### config.mk
export PLATFORM = sky130hd
export DESIGN_NAME = fma_special_resolve
export DESIGN_NICKNAME = d
export VERILOG_FILES = /design/src/rtl/fma_sr_pkg.sv /design/src/rtl/fma_sr_classify.sv /design/src/rtl/fma_sr_nan_pick.sv /design/src/rtl/fma_sr_special.sv /design/src/rtl/fma_special_resolve.sv
export SDC_FILE = /design/constraint.sdc
export NUM_CORES = 1
export LEC_CHECK = 0
export ABC_AREA = 1
export BUFFER_PORTS_ARGS = -buffer_cell sky130_fd_sc_hd__clkbuf_2
export CAP_MARGIN = 20
export CORE_MARGIN = 2
export CORE_UTILIZATION = 35
export DETAILED_ROUTE_END_ITERATION = 7
export GPL_TIMING_DRIVEN = 1
export PLACE_DENSITY = 0.69
export SYNTH_ARGS = -nofsm -noshare
export SYNTH_HDL_FRONTEND = slang
export SYNTH_SLANG_ARGS = --single-unit
### constraint.sdc
create_clock -name vclk -period 2
set_clock_uncertainty 0.05 [all_clocks]
set_input_delay 0.4 -clock vclk [all_inputs]
set_output_delay 0.4 -clock vclk [all_outputs]
set_load 0.005 [all_outputs]
### src/rtl/fma_sr_pkg.sv
package fma_sr_pkg;

  typedef enum logic [2:0] {
    CL_ZERO = 3'd0,
    CL_NORM = 3'd1,
    CL_DNRM = 3'd2,
    CL_INF  = 3'd3,
    CL_QNAN = 3'd4,
    CL_SNAN = 3'd5
  } fclass_e;

  typedef enum logic [1:0] {
    RM_NEAR = 2'd0,
    RM_ZERO = 2'd1,
    RM_UP   = 2'd2,
    RM_DOWN = 2'd3
  } rmode_e;

  localparam int unsigned NUM_OPS = 3;
  localparam int unsigned IDX_Z   = 0;
  localparam int unsigned IDX_X   = 1;
  localparam int unsigned IDX_Y   = 2;

endpackage

### src/rtl/fma_sr_classify.sv
module fma_sr_classify
  import fma_sr_pkg::*;
#(
  parameter int unsigned EXP_W = 8,
  parameter int unsigned MAN_W = 23
) (
  input  logic [EXP_W+MAN_W:0] bits_in,
  output fclass_e              cls,
  output logic                 sign
);

  localparam int unsigned W = 1 + EXP_W + MAN_W;

  logic [EXP_W-1:0] exp_f;
  logic [MAN_W-1:0] man_f;
  logic             exp_ones;
  logic             exp_zero;
  logic             man_zero;

  assign sign     = bits_in[W-1];
  assign exp_f    = bits_in[W-2:MAN_W];
  assign man_f    = bits_in[MAN_W-1:0];
  assign exp_ones = &exp_f;
  assign exp_zero = ~|exp_f;
  assign man_zero = ~|man_f;

  always_comb begin
    if (exp_zero) begin
      cls = man_zero ? CL_ZERO : CL_DNRM;
    end else if (exp_ones) begin
      if (man_zero) begin
        cls = CL_INF;
      end else if (man_f[MAN_W-1]) begin
        cls = CL_QNAN;
      end else begin
        cls = CL_SNAN;
      end
    end else begin
      cls = CL_NORM;
    end
  end

endmodule

### src/rtl/fma_sr_nan_pick.sv
module fma_sr_nan_pick
  import fma_sr_pkg::*;
#(
  parameter int unsigned EXP_W = 8,
  parameter int unsigned MAN_W = 23
) (
  input  fclass_e [NUM_OPS-1:0]             cls,
  input  logic    [NUM_OPS-1:0][EXP_W+MAN_W:0] raw,
  output logic                              hit,
  output logic    [EXP_W+MAN_W:0]           val,
  output logic                              inv
);

  localparam int unsigned W = 1 + EXP_W + MAN_W;
  localparam logic [W-1:0] QUIET_BIT = W'(1) << (MAN_W - 1);

  // Later assignments win: descending index scan gives z the highest
  // priority, and the signalling pass overrides the quiet pass.
  always_comb begin
    hit = 1'b0;
    val = '0;
    inv = 1'b0;
    for (int i = NUM_OPS - 1; i >= 0; i--) begin
      if (cls[i] == CL_QNAN) begin
        hit = 1'b1;
        val = raw[i];
      end
    end
    for (int i = NUM_OPS - 1; i >= 0; i--) begin
      if (cls[i] == CL_SNAN) begin
        hit = 1'b1;
        val = raw[i] | QUIET_BIT;
        inv = 1'b1;
      end
    end
  end

endmodule

### src/rtl/fma_sr_special.sv
module fma_sr_special
  import fma_sr_pkg::*;
#(
  parameter int unsigned EXP_W = 8,
  parameter int unsigned MAN_W = 23
) (
  input  fclass_e              cls_x,
  input  fclass_e              cls_y,
  input  fclass_e              cls_z,
  input  logic                 sign_x,
  input  logic                 sign_y,
  input  logic                 sign_z,
  input  logic                 neg_prod,
  input  logic                 neg_addend,
  input  rmode_e               rm,
  input  logic [EXP_W+MAN_W:0] z_raw,
  output logic                 hit,
  output logic [EXP_W+MAN_W:0] val,
  output logic                 inv
);

  localparam int unsigned W = 1 + EXP_W + MAN_W;
  localparam logic [W-2:0] INF_MAG  = {{EXP_W{1'b1}}, {MAN_W{1'b0}}};
  localparam logic [W-1:0] DFLT_NAN = {1'b0, {EXP_W{1'b1}}, 1'b1, {(MAN_W-1){1'b0}}};

  logic ps, zs;
  logic x_inf, y_inf, x_zero, y_zero, z_inf, z_zero;
  logic prod_inf, prod_zero, inf_times_zero;

  assign ps = sign_x ^ sign_y ^ neg_prod;
  assign zs = sign_z ^ neg_addend;

  assign x_inf  = (cls_x == CL_INF);
  assign y_inf  = (cls_y == CL_INF);
  assign x_zero = (cls_x == CL_ZERO);
  assign y_zero = (cls_y == CL_ZERO);
  assign z_inf  = (cls_z == CL_INF);
  assign z_zero = (cls_z == CL_ZERO);

  assign inf_times_zero = (x_inf & y_zero) | (x_zero & y_inf);
  assign prod_inf       = (x_inf | y_inf) & ~inf_times_zero;
  assign prod_zero      = (x_zero | y_zero) & ~inf_times_zero;

  always_comb begin
    hit = 1'b1;
    inv = 1'b0;
    val = '0;
    if (inf_times_zero) begin
      inv = 1'b1;
      val = DFLT_NAN;
    end else if (prod_inf) begin
      if (z_inf && (zs != ps)) begin
        inv = 1'b1;
        val = DFLT_NAN;
      end else begin
        val = {ps, INF_MAG};
      end
    end else if (z_inf) begin
      val = {zs, INF_MAG};
    end else if (prod_zero) begin
      if (z_zero) begin
        if (zs == ps) begin
          val = {zs, {(W-1){1'b0}}};
        end else begin
          val = {(rm == RM_DOWN), {(W-1){1'b0}}};
        end
      end else begin
        val = {zs, z_raw[W-2:0]};
      end
    end else begin
      hit = 1'b0;
    end
  end

endmodule

### src/rtl/fma_special_resolve.sv
module fma_special_resolve
  import fma_sr_pkg::*;
#(
  parameter int unsigned EXP_W = 8,
  parameter int unsigned MAN_W = 23
) (
  input  logic [EXP_W+MAN_W:0] op_z,
  input  logic [EXP_W+MAN_W:0] op_x,
  input  logic [EXP_W+MAN_W:0] op_y,
  input  logic                 neg_prod,
  input  logic                 neg_addend,
  input  logic [1:0]           rnd_mode,
  output logic [EXP_W+MAN_W:0] result,
  output logic                 invalid,
  output logic                 bypass
);

  localparam int unsigned W = 1 + EXP_W + MAN_W;

  logic    [NUM_OPS-1:0][W-1:0] opnd;
  fclass_e [NUM_OPS-1:0]        cls;
  logic    [NUM_OPS-1:0]        sgn;

  logic         nan_hit, nan_inv;
  logic [W-1:0] nan_val;
  logic         sp_hit, sp_inv;
  logic [W-1:0] sp_val;
  rmode_e       rm;

  assign opnd[IDX_Z] = op_z;
  assign opnd[IDX_X] = op_x;
  assign opnd[IDX_Y] = op_y;
  assign rm          = rmode_e'(rnd_mode);

  for (genvar g = 0; g < NUM_OPS; g++) begin : g_cls
    fma_sr_classify #(
      .EXP_W(EXP_W),
      .MAN_W(MAN_W)
    ) i_cls (
      .bits_in(opnd[g]),
      .cls    (cls[g]),
      .sign   (sgn[g])
    );
  end

  fma_sr_nan_pick #(
    .EXP_W(EXP_W),
    .MAN_W(MAN_W)
  ) i_nan (
    .cls(cls),
    .raw(opnd),
    .hit(nan_hit),
    .val(nan_val),
    .inv(nan_inv)
  );

  fma_sr_special #(
    .EXP_W(EXP_W),
    .MAN_W(MAN_W)
  ) i_spc (
    .cls_x     (cls[IDX_X]),
    .cls_y     (cls[IDX_Y]),
    .cls_z     (cls[IDX_Z]),
    .sign_x    (sgn[IDX_X]),
    .sign_y    (sgn[IDX_Y]),
    .sign_z    (sgn[IDX_Z]),
    .neg_prod  (neg_prod),
    .neg_addend(neg_addend),
    .rm        (rm),
    .z_raw     (op_z),
    .hit       (sp_hit),
    .val       (sp_val),
    .inv       (sp_inv)
  );

  always_comb begin
    if (nan_hit) begin
      result  = nan_val;
      invalid = nan_inv;
      bypass  = 1'b1;
    end else if (sp_hit) begin
      result  = sp_val;
      invalid = sp_inv;
      bypass  = 1'b1;
    end else begin
      result  = '0;
      invalid = 1'b0;
      bypass  = 1'b0;
    end
  end

endmodule

---- Word-level counts from Yosys, hierarchy flattened ----
Cells that the tools add are included.
word-level totals
  flip-flop bits (word level) ............. 0
  bits of input ports ..................... 100
  output and inout bits ................... 34
  word-level logic and storage cells ...... 86
operators by class
  equal/unequal tests ..................... 12
  multiplexer cells ....................... 50
  bitwise logic cells ..................... 11
  reduce and logical (&&, ||, !) cells .... 13
operators by type and width
  cell                  count
  $mux W32              15
  $reduce_or A23 Y1     3
  $mux W3               9
  $reduce_and A8 Y1     3
  $reduce_or A8 Y1      3
  $mux W1               23
  $eq A3 B3 Y1 const B  6
  $eq A3 B2 Y1 const B  3
  $logic_not A3 Y1      3
  $mux W2               3
  $and A1 B1 Y1         4
  $or A1 B1 Y1          3
  $xor A1 B1 Y1         3
  $eq A2 B2 Y1 const B  1
  $eq A1 B1 Y1          1
  $logic_and A1 B1 Y1   1
  $ne A1 B1 Y1          1
  $not A1 Y1            1

---- Longest topological paths before layout ----
  depth in word-level cells ............... 15
  gate-level depth with buffers ........... 14
  gate-level depth less buffers ........... 14

---- By module ----
A second synthesis with hierarchy kept.
second synthesis, totals
  cells, all modules ...................... 952
  area total of the unflattened synthesis .. 4301.6 um^2
by module, submodules not included
  module               times used  cells each  area an instance (um^2)  seq. area each (um^2)
  fma_sr_nan_pick      1           586         2566.2                   0.0
  fma_sr_classify      3           45          201.4                    0.0
  fma_special_resolve  1           112         598.1                    0.0
  fma_sr_special       1           119         533.0                    0.0

---- Worst setup path before layout ----
No wires, ideal clock.
  path type ............................... input port to output port
  from .................................... input op_y[18]
  to ...................................... output result[0]
  arrival time ............................ 1.508 ns
  data required time ...................... 1.550 ns
  path slack .............................. 0.042 ns
  stages .................................. 10
  path through ............................ nor2_1 -> nand2_1 -> nor2_2 -> nand3_2 -> nand2_4 -> nand3_2 -> nor2_8 -> buf_8 -> nand3_2 -> nand3_1
between the ends
  word-level cells in the longest chain between the ends .. 15
  elaborated cells between the ends (all ways) .. 39
  classes of those cells .................. 3 x eq/ne; 26 x mux; 8 x bitwise; 2 x reduce/logical
RTL lines
  what                                                     line                                        text
  start, declared                                          fma_special_resolve.sv:9                    input logic [EXP_W+MAN_W:0] op_y,
  $reduce_or A23 Y1 (*)                                    fma_sr_classify.sv:25                       assign man_zero = ~|man_f;
  $mux W3                                                  fma_sr_classify.sv:31                       if (man_zero) begin
  $mux W3                                                  fma_sr_classify.sv:30                       end else if (exp_ones) begin
  $mux W3 (*)                                              fma_sr_classify.sv:28                       if (exp_zero) begin
  $eq A3 B2 Y1 / $logic_not A3 Y1 (equally long branches)  fma_sr_special.sv:34, fma_sr_special.sv:36
  $and A1 B1 Y1                                            fma_sr_special.sv:40                        assign inf_times_zero = (x_inf & y_zero) | (x_zero & y_inf);
  $or A1 B1 Y1                                             fma_sr_special.sv:40
  $not A1 Y1                                               fma_sr_special.sv:41, fma_sr_special.sv:42
  $and A1 B1 Y1                                            fma_sr_special.sv:42                        assign prod_zero = (x_zero | y_zero) & ~inf_times_zero;
  $mux W32 / $mux W1 (equally long branches)               fma_sr_special.sv:60                        end else if (prod_zero) begin
  $mux W32 / $mux W1 (equally long branches)               fma_sr_special.sv:58                        end else if (z_inf) begin
  $mux W32 / $mux W1 (equally long branches)               fma_sr_special.sv:51                        end else if (prod_inf) begin
  $mux W32 / $mux W1 (equally long branches)               fma_sr_special.sv:48                        if (inf_times_zero) begin
  $mux W32                                                 fma_special_resolve.sv:81                   end else if (sp_hit) begin
  $mux W32 (*)                                             fma_special_resolve.sv:77                   if (nan_hit) begin
  end, declared                                            fma_special_resolve.sv:13                   output logic [EXP_W+MAN_W:0] result,
Every way passes the cells marked *; elsewhere a longest branch is shown, timed or not.

---- Final worst setup path ----
  from .................................... input op_y[18]
  to ...................................... output result[31]
The elaborated chain is that of the path after synthesis.

==> flow_summary_export.csv <==
group,metric,value,unit
synthesis,yosys.area_share.simple,77.2,%
floorplan,dieArea,6340,um^2
global_routing,grt_max_degree,14,
critical_path,crit_top_cell,"nand2_1",
final_layout,mostFrequentLayoutCells,"nand2_1, buf_4, clkbuf_2, nand3_2, buf_6",
floorplan,rows,27,
synthesis,synth_compound_area_share,9.19,%
global_routing,grt_pass1_vias,3534,
global_routing,grt_pass1_wl,15100,um
timing,finalWorstSetupSlack,-0.565,ns
synthesis,yosys.area.top_type,"nand2_1",
synthesis,synthesis.nets,502,
clocking,cts_hold_buf,0,
final_layout,final_area,4700,um^2
outcome,status,"complete, but fails checks",
floorplan,die_w,79.6,um
timing,hold_violations,0,
synthesis,synth-warning-count,0,
pwr,power.total,0.451,mW
floorplan,die_height,79.6,um
synthesis,syn_inst,402,
route,drtAntennaViolNets,0,
route,via_per_inst,5.77,
min_path,hold_class,"in -> out",
timing,slew_violations,0,
floorplan,ios,134,
critical_path,path_class,"in -> out",
placed_design,portBuffers,134,
timing,setup-tns-final,-14.06,ns
timing,worstMarginPinSlew,0.290,ns
synthesis,synth_cell_type_count,31,
timing,rsz0062_at_grt,"true",
route,vias,4166,
critical_path,worst-path-buf-inv,4,
synthesis,netlist_area,2000,um^2
final_layout,drive_above_1_share,67.4,%
floorplan,start_util,36.3,%
pwr,vdd_drop_max,0.0000757,V
timing,fin_crit,2.57,ns
route,drt-initial-drc-count,435,
synthesis,synth_fa_ha_area_share,0,%
critical_path,critPathTopFamily,"simple AND/OR/NAND/NOR gates",
placed_design,dp_cells,685,
outcome,violations,"negative setup slack",
final_layout,diodes,0,
synthesis,muxShareOfSynthArea,0,%
route,drc_errors,0,
final_layout,syn2layout_area_growth,135,%
route,wl_per_cell,18.0,um
critical_path,startpoint,"op_y[18]",
final_layout,regArea,0,um^2
critical_path,critPathCaptureType,"output port",
global_routing,grt_antenna_before_repair,0,
critical_path,slowest_delay,0.16,ns
critical_path,worstPathMaxFanout,9,
critical_path,crit_chain,"clkbuf_2 -> nor2_1 -> nand2_1 -> nor2_4 -> nand4_1 -> nand2_2 -> inv_4 -> buf_6 -> nand3_1 -> nand3_1 -> nor2_1 -> nand2_1 -> nand2_1 -> clkbuf_2",
placed_design,dpl-instance-area,3380,um^2
final_layout,nFlopsAndLatches,0,
critical_path,arrival,2.12,ns
synthesis,synth.area.top_cells,"nand2_1, nand3_1, nor2_1, nand3_2, inv_1",
global_routing,overflow,0,
final_layout,layout_commonest_cell,"nand2_1",
critical_path,startpoint_type,"input pin",
synthesis,synth_top_area_share,25.1,%
timing,max_clock_freq,0.390,GHz
final_layout,final_cells,722,
timing,max-slew-margin-rel,80.4,%
placed_design,place.gp.congestion,0.906,
critical_path,worst-path-stages,14,
route,drt_first_pass_iters,8,
critical_path,crit_path_top_delay_cell,"nor2_4",
final_layout,num-clock-buffers,0,
timing,setup-violations-final,34,
synthesis,synth.avg_cell_area,4.98,um^2
pwr,powerDensity,96.0,nW/um^2
synthesis,yosys.area_share.xor_xnor,0.438,%
final_layout,n_fill_cell,297,
critical_path,crit_required,1.55,ns
placed_design,dpl.hpwl,7080,um
global_routing,grtUsageTotal,28.6,%
timing,timing.final.crit_share,128,%
synthesis,synth_top_family_by_area,"simple AND/OR/NAND/NOR gates",
floorplan,core,5510,um^2
job,maxCapViolations,0,
final_layout,nNetsFinal,752,
route,wl,13000,um
critical_path,endpoint,"result[31]",
pwr,leakage,2.46,nW
synthesis,synth.yosys.seq_area_share,0,%
-- per-layer routing --
layer | up-vias | global-route usage, % | share of wire [%]
met5 | - | 0 | 0
met4 | 0 | 9.31 | 7.4
met3 | 105 | 2.71 | 8.5
met2 | 330 | 53.0 | 50
met1 | 1904 | 34.2 | 34
li1 | 1827 | - | -
-- what timing repair did --
action,in CTS,in global routing
setup endpoints to repair,34,34
gates resized for setup,45,232
cloned,5,4
pin swaps,30,83
setup buffers,16,15
-- worst min-delay path: stages --
cell and delay (ns):
buf_6 0.10, inv_1 0.07, o211ai_1 0.09, buf_2 0.13
-- where the power goes --
group	internal (mW)	total (mW)	leakage [nW]	switching (mW)
clock network	0	0	0	0
logic	0.237	0.451	2.46	0.214
registers	0	0	0	0
total	0.237	0.451	2.46	0.214
-- per-stage QoR --
step | utilization, % | worst slack, ns | hold WS [ns]
6_report | 85.3 | -0.565 | 1.14
5_1_grt | 85.3 | -0.604 | 1.16
4_1_cts | 68.5 | -0.358 | 1.13
3_5_place_dp | 61.4 | -0.542 | 1.12
3_3_place_gp | 61.4 | -0.455 | 1.09
2_1_floorplan | - | 0.0423 | 0.863
-- synthesized netlist by cell type --
cell / count
nand2_1: 134
nand3_1: 84
nor2_1: 66
inv_1: 29
nand3_2: 14
nor2_2: 9
inv_2: 7
nand4_1: 7
o211ai_1: 7
buf_2: 6
buf_6: 5
o211ai_2: 4
o21ai_1: 4
buf_4: 3
nand2_2: 3
o22ai_1: 3
nor2_8: 2
o21ai_0: 2
buf_8: 1
clkbuf_1: 1
nand2_4: 1
nand3_4: 1
nand3b_1: 1
nand4_2: 1
nor2_4: 1
nor3_1: 1
nor3_2: 1
o21a_1: 1
o21ai_2: 1
o21ai_4: 1
xor2_1: 1
-- cell type report --
| type | instances | area, um^2 | area share [%] |
|---|---|---|---|
| multi-input combinational | 354 | 2460 | 52.3 |
| timing repair buffer | 260 | 2000 | 42.6 |
| inverter | 36 | 148 | 3.14 |
| tap | 72 | 90.1 | 1.92 |
-- how the worst min path moves through the flow --
stage,from,endpoint,slack [ns],depth (start not counted)
floorplan,op_z[23],result[23],0.86,2
CTS,op_z[24],result[24],1.13,4
global placement,op_z[29],result[29],1.09,4
finish,op_z[24],result[24],1.14,4
global route,op_z[23],result[23],1.16,5
detailed placement,op_z[29],result[29],1.12,4
-- cells by family (layout without fill, tap and decap cells) --
logic type | count (synthesis) | count (layout)
simple gates | 326 | 330
buf+inv | 52 | 296
compound gates | 23 | 23
xor+xnor | 1 | 1
(Power assumes the default switching activity.)
